==> src/rtl/spi_sr_pkg.sv <==
package spi_sr_pkg;
  localparam int SR_W = 8;

  localparam logic [SR_W-1:0] OP_WRSR = 8'h01;
  localparam logic [SR_W-1:0] OP_WRDI = 8'h04;
  localparam logic [SR_W-1:0] OP_RDSR = 8'h05;
  localparam logic [SR_W-1:0] OP_WREN = 8'h06;

  localparam int SR_WEL_BIT  = 1;
  localparam int SR_LOCK_BIT = 7;

  typedef enum logic [1:0] {
    PH_OPCODE,
    PH_READ,
    PH_WRITE,
    PH_DROP
  } phase_e;
endpackage

==> src/rtl/bit_sync.sv <==
module bit_sync #(
  parameter int   STAGES  = 2,
  parameter logic RST_VAL = 1'b0
) (
  input  logic clk,
  input  logic rst_n,
  input  logic d,
  output logic q
);
  logic [STAGES-1:0] chain;

  always_ff @(posedge clk or negedge rst_n) begin
    if (!rst_n) chain <= {STAGES{RST_VAL}};
    else        chain <= {chain[STAGES-2:0], d};
  end

  assign q = chain[STAGES-1];
endmodule

==> src/rtl/spi_pin_front.sv <==
module spi_pin_front #(
  parameter int STAGES = 2
) (
  input  logic clk,
  input  logic rst_n,
  input  logic sclk_raw,
  input  logic cs_n_raw,
  input  logic mosi_raw,
  input  logic wp_n_raw,
  output logic sclk_rise,
  output logic sclk_fall,
  output logic cs_active,
  output logic cs_rise,
  output logic mosi_s,
  output logic wp_lvl
);
  localparam int NPINS = 4;
  // bit order: sclk, cs_n, mosi, wp_n ; cs_n and wp_n idle high
  localparam logic [NPINS-1:0] RST_VALS = 4'b1010;

  logic [NPINS-1:0] raw;
  logic [NPINS-1:0] synced;
  logic             sclk_q;
  logic             cs_q;

  assign raw = {wp_n_raw, mosi_raw, cs_n_raw, sclk_raw};

  for (genvar g = 0; g < NPINS; g++) begin : g_sync
    bit_sync #(.STAGES(STAGES), .RST_VAL(RST_VALS[g])) u_sync (
      .clk  (clk),
      .rst_n(rst_n),
      .d    (raw[g]),
      .q    (synced[g])
    );
  end

  always_ff @(posedge clk or negedge rst_n) begin
    if (!rst_n) begin
      sclk_q <= 1'b0;
      cs_q   <= 1'b1;
    end else begin
      sclk_q <= synced[0];
      cs_q   <= synced[1];
    end
  end

  assign sclk_rise = synced[0] & ~sclk_q;
  assign sclk_fall = ~synced[0] & sclk_q;
  assign cs_active = ~synced[1];
  assign cs_rise   = synced[1] & ~cs_q;
  assign mosi_s    = synced[2];
  assign wp_lvl    = synced[3];
endmodule

==> src/rtl/spi_byte_rx.sv <==
module spi_byte_rx #(
  parameter int W = 8,
  localparam int CNT_W = $clog2(W)
) (
  input  logic             clk,
  input  logic             rst_n,
  input  logic             cs_active,
  input  logic             sclk_rise,
  input  logic             mosi_s,
  output logic             byte_valid,
  output logic [W-1:0]     byte_data,
  output logic [CNT_W-1:0] bit_cnt
);
  localparam logic [CNT_W-1:0] LAST = CNT_W'(W - 1);

  logic [W-2:0] shreg;

  always_ff @(posedge clk or negedge rst_n) begin
    if (!rst_n) begin
      shreg   <= '0;
      bit_cnt <= '0;
    end else if (!cs_active) begin
      shreg   <= '0;
      bit_cnt <= '0;
    end else if (sclk_rise) begin
      shreg   <= {shreg[W-3:0], mosi_s};
      bit_cnt <= (bit_cnt == LAST) ? '0 : bit_cnt + 1'b1;
    end
  end

  assign byte_valid = cs_active & sclk_rise & (bit_cnt == LAST);
  assign byte_data  = {shreg, mosi_s};
endmodule

==> src/rtl/sr_ctrl.sv <==
module sr_ctrl
  import spi_sr_pkg::*;
(
  input  logic            clk,
  input  logic            rst_n,
  input  logic            cs_active,
  input  logic            cs_rise,
  input  logic            byte_valid,
  input  logic [SR_W-1:0] byte_data,
  input  logic            wp_lvl,
  output logic            wel,
  output logic            srwd,
  output phase_e          phase,
  output logic            wr_armed
);
  logic got_byte;
  logic cap_lock;
  logic locked;

  assign locked   = ~wp_lvl & srwd;
  assign wr_armed = (phase == PH_WRITE);

  always_ff @(posedge clk or negedge rst_n) begin
    if (!rst_n) begin
      wel      <= 1'b0;
      srwd     <= 1'b0;
      phase    <= PH_OPCODE;
      got_byte <= 1'b0;
      cap_lock <= 1'b0;
    end else if (cs_rise) begin
      if (phase == PH_WRITE && got_byte) begin
        srwd <= cap_lock;
        wel  <= 1'b0;
      end
      phase    <= PH_OPCODE;
      got_byte <= 1'b0;
    end else if (!cs_active) begin
      phase    <= PH_OPCODE;
      got_byte <= 1'b0;
    end else if (byte_valid) begin
      unique case (phase)
        PH_OPCODE: begin
          unique case (byte_data)
            OP_WREN: begin wel <= 1'b1; phase <= PH_DROP; end
            OP_WRDI: begin wel <= 1'b0; phase <= PH_DROP; end
            OP_RDSR: phase <= PH_READ;
            OP_WRSR: phase <= (wel && !locked) ? PH_WRITE : PH_DROP;
            default: phase <= PH_DROP;
          endcase
        end
        PH_WRITE: begin
          if (!got_byte) begin
            got_byte <= 1'b1;
            cap_lock <= byte_data[SR_LOCK_BIT];
          end
        end
        default: ;
      endcase
    end
  end
endmodule

==> src/rtl/spi_status_guard.sv <==
module spi_status_guard
  import spi_sr_pkg::*;
#(
  parameter int SYNC_STAGES = 2
) (
  input  logic clk,
  input  logic rst_n,
  input  logic spi_sclk,
  input  logic spi_cs_n,
  input  logic spi_mosi,
  output logic spi_miso,
  input  logic wp_n,
  output logic wel_o,
  output logic srwd_o
);
  localparam int CNT_W = $clog2(SR_W);
  localparam logic [CNT_W-1:0] TOP_IDX = CNT_W'(SR_W - 1);

  logic            sclk_rise, sclk_fall, cs_active, cs_rise, mosi_s, wp_lvl;
  logic            byte_valid;
  logic [SR_W-1:0] byte_data;
  logic [CNT_W-1:0] bit_cnt;
  phase_e          phase;
  logic            wr_armed;
  logic [SR_W-1:0] status_byte;
  logic            miso_q;

  spi_pin_front #(.STAGES(SYNC_STAGES)) u_front (
    .clk      (clk),
    .rst_n    (rst_n),
    .sclk_raw (spi_sclk),
    .cs_n_raw (spi_cs_n),
    .mosi_raw (spi_mosi),
    .wp_n_raw (wp_n),
    .sclk_rise(sclk_rise),
    .sclk_fall(sclk_fall),
    .cs_active(cs_active),
    .cs_rise  (cs_rise),
    .mosi_s   (mosi_s),
    .wp_lvl   (wp_lvl)
  );

  spi_byte_rx #(.W(SR_W)) u_rx (
    .clk       (clk),
    .rst_n     (rst_n),
    .cs_active (cs_active),
    .sclk_rise (sclk_rise),
    .mosi_s    (mosi_s),
    .byte_valid(byte_valid),
    .byte_data (byte_data),
    .bit_cnt   (bit_cnt)
  );

  sr_ctrl u_ctrl (
    .clk       (clk),
    .rst_n     (rst_n),
    .cs_active (cs_active),
    .cs_rise   (cs_rise),
    .byte_valid(byte_valid),
    .byte_data (byte_data),
    .wp_lvl    (wp_lvl),
    .wel       (wel_o),
    .srwd      (srwd_o),
    .phase     (phase),
    .wr_armed  (wr_armed)
  );

  always_comb begin
    status_byte              = '0;
    status_byte[SR_LOCK_BIT] = srwd_o;
    status_byte[SR_WEL_BIT]  = wel_o;
  end

  // mode 0: next bit goes out on the falling edge, picked by the bit counter
  always_ff @(posedge clk or negedge rst_n) begin
    if (!rst_n)                            miso_q <= 1'b0;
    else if (!cs_active)                   miso_q <= 1'b0;
    else if (sclk_fall && phase == PH_READ) miso_q <= status_byte[TOP_IDX - bit_cnt];
  end

  assign spi_miso = miso_q;
endmodule

==> config.mk <==
export PLATFORM = sky130hd
export DESIGN_NAME = spi_status_guard
export DESIGN_NICKNAME = d
export VERILOG_FILES = /design/src/rtl/spi_sr_pkg.sv /design/src/rtl/bit_sync.sv /design/src/rtl/spi_pin_front.sv /design/src/rtl/spi_byte_rx.sv /design/src/rtl/sr_ctrl.sv /design/src/rtl/spi_status_guard.sv
export SDC_FILE = /design/constraint.sdc
export NUM_CORES = 1
export LEC_CHECK = 0
export BUFFER_PORTS_ARGS = -buffer_cell sky130_fd_sc_hd__clkbuf_2
export CAP_MARGIN = 20
export CELL_PAD_IN_SITES_DETAIL_PLACEMENT = 1
export CELL_PAD_IN_SITES_GLOBAL_PLACEMENT = 1
export CORE_MARGIN = 2
export CORE_UTILIZATION = 35
export DETAILED_ROUTE_END_ITERATION = 10
export GPL_TIMING_DRIVEN = 0
export MAX_ROUTING_LAYER = met4
export PLACE_DENSITY = 0.6
export SLEW_MARGIN = 0
export SYNTH_ARGS = -nofsm -noshare
export SYNTH_HDL_FRONTEND = slang
export SYNTH_SLANG_ARGS = --single-unit
==> constraint.sdc <==
create_clock -name clk -period 1.4 [get_ports clk]
set_input_delay 0.07 -clock clk [delete_from_list [all_inputs] [get_ports clk]]
set_output_delay 0.07 -clock clk [all_outputs]
set_load 0.01 [all_outputs]
==> flow_metrics.env <==
export IMPL_drive_gt1_share_pct=35.5
export IMPL_critPathSlowestCell="dfrtp_1"
export IMPL_core_area_um2=3050
export IMPL_crit_required_ns=1.63
export IMPL_wl_per_cell_um=14.6
export IMPL_fmax_mhz=641
export IMPL_finalPower_mw=1.25
export IMPL_start_kind="register"
export IMPL_finClkSkew_ns=0.00206
export IMPL_timing_final_ws_setup_ns=-0.160
export IMPL_io_pins=9
export IMPL_drc=0
export IMPL_vias_per_cell=4.92
export IMPL_status="finished with violations"
export IMPL_yosysTopAreaCell="dfrtp_1"
export IMPL_grt_pass1_vias=908
export IMPL_grt_overflow=0
export IMPL_fin_nets=133
export IMPL_cp_arrival_ns=1.79
export IMPL_synthCells=99
export IMPL_cp_num_buf_inv=0
export IMPL_r2r_slack_ns=-0.16
export IMPL_start_util_pct=36.9
export IMPL_cpPeakStageDelay_ns=0.43
export IMPL_numCtsBuffers=3
export IMPL_ys_flop_type="dfrtp_1"
export IMPL_place_hpwl_um=1620
export IMPL_place_port_buffers=8
export IMPL_synth_edf_count=0
export IMPL_drt_pass1_iter_count=3
export IMPL_crit_type="register to register"
export IMPL_drt_initial_drc_count=18
export IMPL_tightest_slew_ns=0.669
export IMPL_cp_top_family="flip-flops"
export IMPL_worst_setup_path_end_kind="register"
export IMPL_gp_routability_congestion=0.762
export IMPL_synth_fp_nets=107
export IMPL_yosys_warnings=0
export IMPL_p_per_area_nw_per_um2=876
export IMPL_dieArea_um2=3690
export IMPL_diodes=0
export IMPL_crit_path_max_fanout=4
export IMPL_p_leak_nw=0.622
export IMPL_synthTopCellsByArea="dfrtp_1 (49%), dfstp_2 (12%), nand2_1 (7.0%)"
export IMPL_hold_violations=0
export IMPL_yosysSeqAreaShare_pct=60.6
export IMPL_max_slew_margin_rel_pct=55.4
export IMPL_hold_slack_ns=0.287
export IMPL_ir_worst_vdd_v=0.000514
export IMPL_rsz0062_at_grt="true"
export IMPL_async_reset_ff_share_pct=100
export IMPL_grt_pass1_wl_um=4320
export IMPL_yosysTopAreaCellShare_pct=48.9
export IMPL_hold_class="primary input to async pin"
export IMPL_cap_violations=0
export IMPL_rows=20
export IMPL_violations="negative setup slack"
export IMPL_htreeDepth=1
export IMPL_place_ws_ns=-0.193
export IMPL_grt_start_max_net_pins=28
export IMPL_vias=826
export IMPL_clock_sinks=27
export IMPL_finalSetupViolations=6
export IMPL_wl_um=2460
export IMPL_chipWidth_um=60.7
export IMPL_cts_max_path_buffers=2
export IMPL_maxSlewViolCount=0
export IMPL_period_share_pct=111
export IMPL_area_growth_pct=26.6
export IMPL_grtUsageTotal_pct=16.5
export IMPL_path_cells="ha_2 > ha_4 > and4bb_2 > nand3b_1 > mux2_4"
export IMPL_chipHeight_um=60.7
export IMPL_cts_reportedPaths_clkPinSlew_ns=0.14
export IMPL_min_period_ns=1.56
export IMPL_ys_ff_latch=27
export IMPL_cts_tree="yes"
export IMPL_drtAntennaViolNets=0
export IMPL_antenna_found_initial=0
export IMPL_yosysUniqueCellTypes=29
export IMPL_syn_avg_cell_area_um2=11.4
export IMPL_clock_root_buffer="clkbuf_4"
export IMPL_syn_area_um2=1130
export IMPL_clock_latency_ns=0.33
## what timing repair did
item,CTS,global route
endpoints found under the setup margin,5,12
pin swaps,2,3
buffers inserted,7,1
endpoints found under the hold margin,26,0
hold buffers,5,0
resized for setup,5,7
## power by group
group / leakage (nW) / total, mW / internal, mW / switching (mW)
combinational: 0.257 / 0.0920 / 0.0404 / 0.0516
clock: 0.0177 / 0.340 / 0.107 / 0.232
sequential: 0.347 / 0.817 / 0.805 / 0.0119
total: 0.622 / 1.25 / 0.953 / 0.296
## area by class of cell
class	instances	area [µm²]
sequential	27	682
clock inverter	1	5.00
multi-input combinational	64	470
inverter	4	15.0
clock buffer	3	22.5
timing repair buffer	21	150
tap	44	55.1
buffer	4	25.0
fill	342	1630
## synth_stat cells (all sizes together), types with 2 or more instances
library cell / instances
nor2b: 2
ha: 2
or3: 2
a21oi: 13
nor2: 2
inv: 4
dfstp: 5
o211ai: 2
and4bb: 2
nand2b: 3
mux2: 3
nand2: 21
clkbuf: 3
or4b: 2
dfrtp: 22
## registers in the layout, indices dropped and copies added (netlist names)
register,flops
u_rx.shreg,7
u_ctrl.wel,1
u_front.cs_q,1
u_front.sclk_q,1
u_ctrl.srwd,1
u_ctrl.got_byte,1
u_ctrl.cap_lock,1
u_front.g_sync.u_sync.chain,8
spi_miso,1
u_rx.bit_cnt,3
u_ctrl.phase,2
## layout by cell type, fill, tap and decap left out
cell type / n
and4bb_2: 2
a21oi_2: 1
nand2_1: 20
nor3b_1: 1
nand2b_1: 3
o22ai_1: 1
o211ai_1: 2
nand4_1: 1
mux2_4: 3
a21oi_1: 12
dfrtp_1: 22
dfstp_2: 5
ha_2: 1
or4b_1: 1
nand3b_1: 1
nor2b_1: 2
or4_4: 1
clkinv_2: 1
a2111oi_4: 1
buf_6: 1
nor4_2: 1
clkbuf_2: 10
clkbuf_1: 1
or3_4: 2
ha_4: 1
nor4b_1: 1
nor2_1: 2
or4b_4: 1
inv_2: 1
dlygate4sd3_1: 5
and3_1: 1
o41a_1: 1
nand2_4: 1
buf_4: 8
clkbuf_4: 3
inv_1: 3
## cells by family (layout without fill, tap and decap cells)
group	after synthesis	after routing	share of synthesized area, %
mux	3	3	3.00
compound gates	18	18	11.1
simple gates	41	41	20.3
flops	27	27	60.6
buf+inv	8	33	2.78
fa+ha+maj	2	2	2.22
## layer usage
layer / global-route usage [%] / up-vias / part of all wire [%]
li1: - / 394 / -
met1: 20.0 / 418 / 47
met2: 27.5 / 9 / 50
met3: 2.56 / 5 / 2.1
met4: 6.52 / 0 / 1.6
met5: - / - / 0
## path summary, 6_finish.rpt
path,from,endpoint,cells after the start
min,rst_n,u_ctrl.cap_lock,2
max in group asynchronous,rst_n,u_front.g_sync[0].u_sync.chain[0],2
max reg2reg,u_rx.bit_cnt[0],u_ctrl.cap_lock,5
min reg2reg,u_front.g_sync[3].u_sync.chain[0],u_front.g_sync[3].u_sync.chain[1],0
min in group clk,wp_n,u_front.g_sync[3].u_sync.chain[0],2
max,u_rx.bit_cnt[0],u_ctrl.cap_lock,5
## per-stage QoR
stage | cell area, µm² | util, % | instances | setup TNS [ns]
floorplan | 1140 | - | 99 | -0.261
global placement | 1240 | 40.6 | 151 | -0.565
CTS | 1390 | 45.4 | 167 | -0.501
detailed placement | 1240 | 40.6 | 151 | -0.650
finish | 1430 | 46.7 | 168 | -0.604
global route | 1430 | 46.7 | 168 | -0.887
Power figures use the tool's default switching activity.
